--- config.mk ---
export PLATFORM = sky130hd
export DESIGN_NAME = desc_own_engine
export DESIGN_NICKNAME = d
export VERILOG_FILES = /design/src/rtl/desc_own_engine.sv
export SDC_FILE = /design/constraint.sdc
export NUM_CORES = 1
export LEC_CHECK = 0
export CAP_MARGIN = 20
export CELL_PAD_IN_SITES_DETAIL_PLACEMENT = 2
export CELL_PAD_IN_SITES_GLOBAL_PLACEMENT = 2
export CORE_MARGIN = 10
export CORE_UTILIZATION = 24
export CTS_BUF_LIST = sky130_fd_sc_hd__clkbuf_4
export CTS_CLUSTER_DIAMETER = 50
export CTS_CLUSTER_SIZE = 28
export DETAILED_ROUTE_END_ITERATION = 8
export PLACE_DENSITY = 0.95
export SYNTH_ARGS = -nofsm -noshare
export SYNTH_HDL_FRONTEND = slang
export SYNTH_SLANG_ARGS = --single-unit
--- constraint.sdc ---
create_clock -name clk -period 8.5 [get_ports clk]
set_clock_uncertainty 0.05 [all_clocks]
set_input_delay 0.85 -clock clk [delete_from_list [all_inputs] [get_ports clk]]
set_output_delay 0.85 -clock clk [all_outputs]
set_load 0.01 [all_outputs]
--- src/rtl/desc_own_engine.sv ---
module desc_own_engine #(
  parameter int AW    = 32,
  parameter int IDX_W = 12
) (
  input  logic             clk,
  input  logic             rst_n,
  input  logic             start,
  input  logic [AW-1:0]    cfg_base,
  input  logic [IDX_W-1:0] cfg_first_idx,
  input  logic [IDX_W:0]   cfg_entries,
  input  logic             cfg_poll_en,
  input  logic             cfg_wb_en,
  input  logic             cfg_ecc_en,
  output logic             mem_req,
  output logic             mem_we,
  output logic             mem_wide,
  output logic [AW-1:0]    mem_addr,
  output logic [63:0]      mem_wdata,
  input  logic             mem_ack,
  input  logic [31:0]      mem_rdata,
  output logic             mv_start,
  output logic [31:0]      mv_ptr,
  output logic [15:0]      mv_len,
  input  logic             mv_done,
  input  logic [15:0]      mv_count,
  input  logic             mv_eom,
  output logic             busy,
  output logic             halted,
  output logic             own_irq,
  output logic [IDX_W-1:0] cur_idx
);

  localparam int OWN_BIT = 31;
  localparam int EOM_BIT = 30;
  localparam int ENT_SH  = 3;

  typedef enum logic [2:0] {S_IDLE, S_RD0, S_RD1, S_XFER, S_WB, S_HALT} st_t;

  st_t              st;
  logic [IDX_W-1:0] idx;
  logic             loaded;
  logic             in_msg;
  logic [31:0]      ptr_q;
  logic [15:0]      len_q;
  logic [31:0]      stat_q;

  logic [AW-1:0]    ent_addr;
  logic [IDX_W-1:0] idx_nxt;
  logic [IDX_W:0]   idx_inc;

  assign ent_addr = cfg_base + AW'({idx, {ENT_SH{1'b0}}});
  assign idx_inc  = {1'b0, idx} + (IDX_W+1)'(1);
  assign idx_nxt  = (idx_inc == cfg_entries) ? '0 : idx_inc[IDX_W-1:0];

  assign mem_req   = (st == S_RD0) || (st == S_RD1) || (st == S_WB);
  assign mem_we    = (st == S_WB);
  assign mem_wide  = (st == S_WB) && cfg_ecc_en;
  assign mem_addr  = (st == S_RD1) ? ent_addr + AW'(4) : ent_addr;
  assign mem_wdata = {cfg_ecc_en ? ptr_q : 32'h0, stat_q};

  assign mv_ptr  = ptr_q;
  assign mv_len  = len_q;
  assign busy    = (st != S_IDLE) && (st != S_HALT);
  assign halted  = (st == S_HALT);
  assign cur_idx = idx;

  always_ff @(posedge clk) begin
    if (!rst_n) begin
      st       <= S_IDLE;
      idx      <= '0;
      loaded   <= 1'b0;
      in_msg   <= 1'b0;
      ptr_q    <= '0;
      len_q    <= '0;
      stat_q   <= '0;
      mv_start <= 1'b0;
      own_irq  <= 1'b0;
    end else begin
      mv_start <= 1'b0;
      own_irq  <= 1'b0;
      case (st)
        S_IDLE: if (start) begin
          if (!loaded) begin
            idx    <= cfg_first_idx;
            loaded <= 1'b1;
          end
          in_msg <= 1'b0;
          st     <= S_RD0;
        end
        S_HALT: if (start) begin
          in_msg <= 1'b0;
          st     <= S_RD0;
        end
        S_RD0: if (mem_ack) begin
          if (mem_rdata[OWN_BIT]) begin
            len_q <= mem_rdata[15:0];
            st    <= S_RD1;
          end else if (cfg_poll_en) begin
            st <= S_RD0;
          end else if (in_msg) begin
            own_irq <= 1'b1;
            st      <= S_HALT;
          end else begin
            st <= S_IDLE;
          end
        end
        S_RD1: if (mem_ack) begin
          ptr_q    <= mem_rdata;
          mv_start <= 1'b1;
          st       <= S_XFER;
        end
        S_XFER: if (mv_done) begin
          stat_q <= {1'b0, mv_eom, 14'h0, mv_count};
          in_msg <= !mv_eom;
          if (cfg_wb_en) begin
            st <= S_WB;
          end else begin
            idx <= idx_nxt;
            st  <= S_RD0;
          end
        end
        S_WB: if (mem_ack) begin
          idx <= idx_nxt;
          st  <= S_RD0;
        end
        default: st <= S_IDLE;
      endcase
    end
  end


  halt_quiet_chk: assert property (@(posedge clk) disable iff (!rst_n)
    halted |-> (!mem_req && !mv_start));


  irq_pulse_chk: assert property (@(posedge clk) disable iff (!rst_n)
    own_irq |=> (!own_irq && halted));


  wb_gate_chk: assert property (@(posedge clk) disable iff (!rst_n)
    (mem_req && mem_we) |-> cfg_wb_en);


  narrow_wr_chk: assert property (@(posedge clk) disable iff (!rst_n)
    (mem_req && mem_we && !cfg_ecc_en) |-> (!mem_wide && !mem_wdata[OWN_BIT]));


  ecc_wr_chk: assert property (@(posedge clk) disable iff (!rst_n)
    (mem_req && mem_we && cfg_ecc_en) |-> (mem_wide && mem_wdata[63:32] == mv_ptr));


  req_hold_chk: assert property (@(posedge clk) disable iff (!rst_n)
    (mem_req && !mem_ack) |=> (mem_req && $stable(mem_addr) && $stable(mem_we)));


  mv_pulse_chk: assert property (@(posedge clk) disable iff (!rst_n)
    mv_start |=> !mv_start);

endmodule

==> metrics.md <==
| Metric | Value |
|---|---|
| Worst-skew pair later-pin latency | `470 ps` |
| Synth cell types | `69` |
| Setup-failing EPs final | `0` |
| Post-route setup TNS | `0 ps` |
| Placed cell area | `8510 um2` |
| Final hold viol count | `0` |
| Register-to-Register Path Depth | `8` |
| Core area | `between 20000 and 25000 um2` |
| Outcome | `finished, final reports clean` |
| Measured slew at the worst slew-check pin | `between 800 and 900 ps` |
| Post-Route WL | `29.4 mm` |
| Mapped Area | `5730 um2` |
| Num CTS Buffers | `9` |
| Initial core utilization | `0.244` |
| Worst rel slew slack | `0.461` |
| Synth Area per Inst | `7.41 um2` |
| Iter 0 DRT Violations | `358` |
| Initial antenna violation count | `1` |
| Critical path data arrival time | `just under 5000 ps` |
| Storage cell area | `1680 um2` |
| Worst setup path endpoint | `mem_addr[25]` |
| Largest net degree at the start of global routing | `53` |
| Final antenna-violating net count | `0` |
| PnR Total Power | `1.12 mW` |
| Final Critical Period | `5820 ps` |
| Worst setup EP type | `output pin` |
| Crit Path Max Fanout | `6` |
| Leakage | `3.02 nW` |
| Top cells by area, synth | `dfxtp_1, nand2_1, a21oi_1` |
| CTS sink count | `84` |
| RSZ-0062 raised after global routing | `false` |
| Synthesized flop and latch total | `84` |
| Setup crit start | `cfg_base[3]` |
| # diodes | `0` |
| Remaining DRCs | `0` |
| FF-to-FF Start | `st[1]` |
| RR Endpoint | `cur_idx[8]` |
| Fin nets | `approximately 1.1k` |
| Yosys top cell area share | `0.293` |
| WP data required | `7600 ps` |
| Element type at the critical path start | `primary input` |
| Post-synth top cells | `nand2_1, a21oi_1, dfxtp_1, xnor2_1` |
| Vias in the first global route | `7538` |
| Port buffer count | `257` |
| Footprint of the multi-input gates | `around 3800 um2` |
| MaxCap Viol Count | `0` |
| Vias per Instance | `around 5` |
| Fmax | `172 MHz` |
| Cts repair resizes | `0` |
| Min-Delay Path Class | `reg2reg` |
| Fin area | `8640 um2` |
| VDD IR max | `63.6 uV` |
| Fill count | `approximately 2.8k` |
| Layout cells sized above 1 | `0.0396` |
| Synth area leader | `dfxtp_1` |
| Final Instance Count excl. Fillers | `1328` |
| Die H | `175 um` |
| Final Max Slew Viols | `0` |
| Post-CTS Setup Bufs | `0` |
| Area grow syn2layout | `50.6%` |
| Die Footprint | `30500 um2` |
| Sequential-to-total area share from yosys stat | `0.293` |
| CTS root buf | `clkbuf_4` |
| Pre-antenna DRT Iters | `6` |
| Hpwl dp | `23.9 mm` |
| Reg-to-reg slack, setup | `~5300 ps` |
| # IOs | `277` |
| Clock buffer depth | `2` |
| Yosys warning total | `0` |
| Total track usage | `0.186` |
| Ys async rst share | `0` |
| Gpl congestion | `0.906` |
| Die width | `~170 um` |
| H-tree levels | `3` |
| First-pass GRT wire length | `45.4 mm` |
| Row count | `56` |
| Gate Count Post-Synth | `approximately 770` |
| GRT overflow | `0` |
| Wire per inst | `22.1 um` |
| Count leader, synth | `nand2_1` |
| Hold buffers post-CTS | `0` |
| Post-synth EDFFs | `0` |
| Top_reg_cell synth | `dfxtp_1` |
| CTS tree | `yes` |
| Clock edge transition at the registers on the reported setup and hold paths | `150 ps` |
| Final worst-path cycle share | `0.685` |
| Cell count after placement | `1311` |
| DR vias | `6660` |
| Pwr/cell area | `130 nW/um2` |
| Setup CP Type | `in2out` |
[sequential cells by signal (all words and copies together), names as in the netlist]
| signal | count |
|---|---|
| mv_len | 16 |
| in_msg | 1 |
| cur_idx | 12 |
| mv_start | 1 |
| loaded | 1 |
| mv_ptr | 32 |
| stat_q | 17 |
| st | 3 |
| own_irq | 1 |
[critical path, cell delays in order]
cell             delay, ps
clkdlybuf4s50_1        460
ha_1                   180
inv_1                   70
fa_1                   400
nand2b_1               210
a21boi_0               360
nor3_1                 150
nor4_2                 470
nand4_1                340
a2111oi_4              500
nand2_1                160
xnor2_1                180
clkdlybuf4s50_1        580
[cell families after synthesis]
family	after synthesis	share of synthesized area
compound gates	178	0.203
xor+xnor	67	0.107
fa+ha+maj	15	0.0340
buf+inv	72	0.0596
flops	84	0.293
mux	3	0.00567
other cells	1	0.000654
simple gates	354	0.297
[worst min-delay path by stage]
stage / slack (ps) / endpoint / startpoint / depth (start not counted)
2_1_floorplan: 380 / loaded / loaded / 2
3_3_place_gp: 390 / mv_len[5] / mv_len[5] / 2
3_5_place_dp: 400 / mv_len[6] / mv_len[6] / 2
4_1_cts: 430 / stat_q[30] / stat_q[30] / 2
5_1_grt: 450 / mv_len[7] / mv_len[7] / 2
6_report: 420 / stat_q[30] / stat_q[30] / 2
[report_power, final]
| part | internal (mW) | switching, mW | leakage [nW] |
|---|---|---|---|
| clock | 0.0629 | 0.158 | 0.0565 |
| sequential | 0.412 | 0.0346 | 0.680 |
| combinational | 0.216 | 0.236 | 2.29 |
[layer usage]
metal | up-vias | GRT usage | wire length, um
met2 | 231 | 0.327 | 14400
li1 | 3122 | - | -
met4 | 2 | 0.0364 | 332
met1 | 3282 | 0.205 | 11700
met3 | 23 | 0.0828 | 2910
met5 | - | 0 | 13
[placed cells by master (no fill, tap or decap), types with 3 or more instances in the layout]
| master | netlist | layout |
|---|---|---|
| conb_1 | 1 | 15 |
| a211oi_2 | 3 | 3 |
| a21o_1 | 3 | 3 |
| nand4_1 | 12 | 12 |
| xnor2_1 | 42 | 42 |
| clkinvlp_4 | 0 | 3 |
| nor3_1 | 8 | 8 |
| clkdlybuf4s50_1 | 0 | 257 |
| nor3b_1 | 4 | 4 |
| and3_1 | 18 | 18 |
| a31oi_1 | 12 | 12 |
| nor2b_1 | 8 | 8 |
| xor2_1 | 23 | 23 |
| a21oi_1 | 88 | 88 |
| a32oi_1 | 3 | 3 |
| and4_1 | 4 | 4 |
| buf_4 | 18 | 5 |
| o211ai_1 | 4 | 4 |
| o211a_1 | 3 | 3 |
| clkbuf_4 | 0 | 10 |
| ha_1 | 14 | 14 |
| o21ai_0 | 23 | 23 |
| nand2_1 | 174 | 174 |
| nor4_1 | 9 | 9 |
| inv_1 | 13 | 13 |
| nand2b_1 | 4 | 4 |
| dfxtp_1 | 84 | 84 |
| and2_1 | 36 | 37 |
| a211oi_1 | 3 | 3 |
| a221oi_1 | 8 | 8 |
| nand3_1 | 26 | 26 |
| nor2_1 | 37 | 37 |
[cell type report]
| type | count | share of cell area |
|---|---|---|
| clock buffers | 10 | 0.00869 |
| clock inverters | 6 | 0.00464 |
| inverters | 14 | 0.00609 |
| multi-input cells | 632 | 0.436 |
| flip-flops and latches | 84 | 0.195 |
| well taps | 319 | 0.0462 |
| repair buffers | 263 | 0.304 |
[through the flow]
stage | utilization | setup WS [ps] | hold WS [ps]
6_report | 0.368 | 2680 | 419
5_1_grt | 0.368 | 2400 | 450
4_1_cts | 0.367 | 2680 | 426
3_5_place_dp | 0.362 | 2680 | 401
3_3_place_gp | 0.362 | 2880 | 391
2_1_floorplan | - | 4120 | 382
Note: power is estimated with default switching activity, not from simulation.
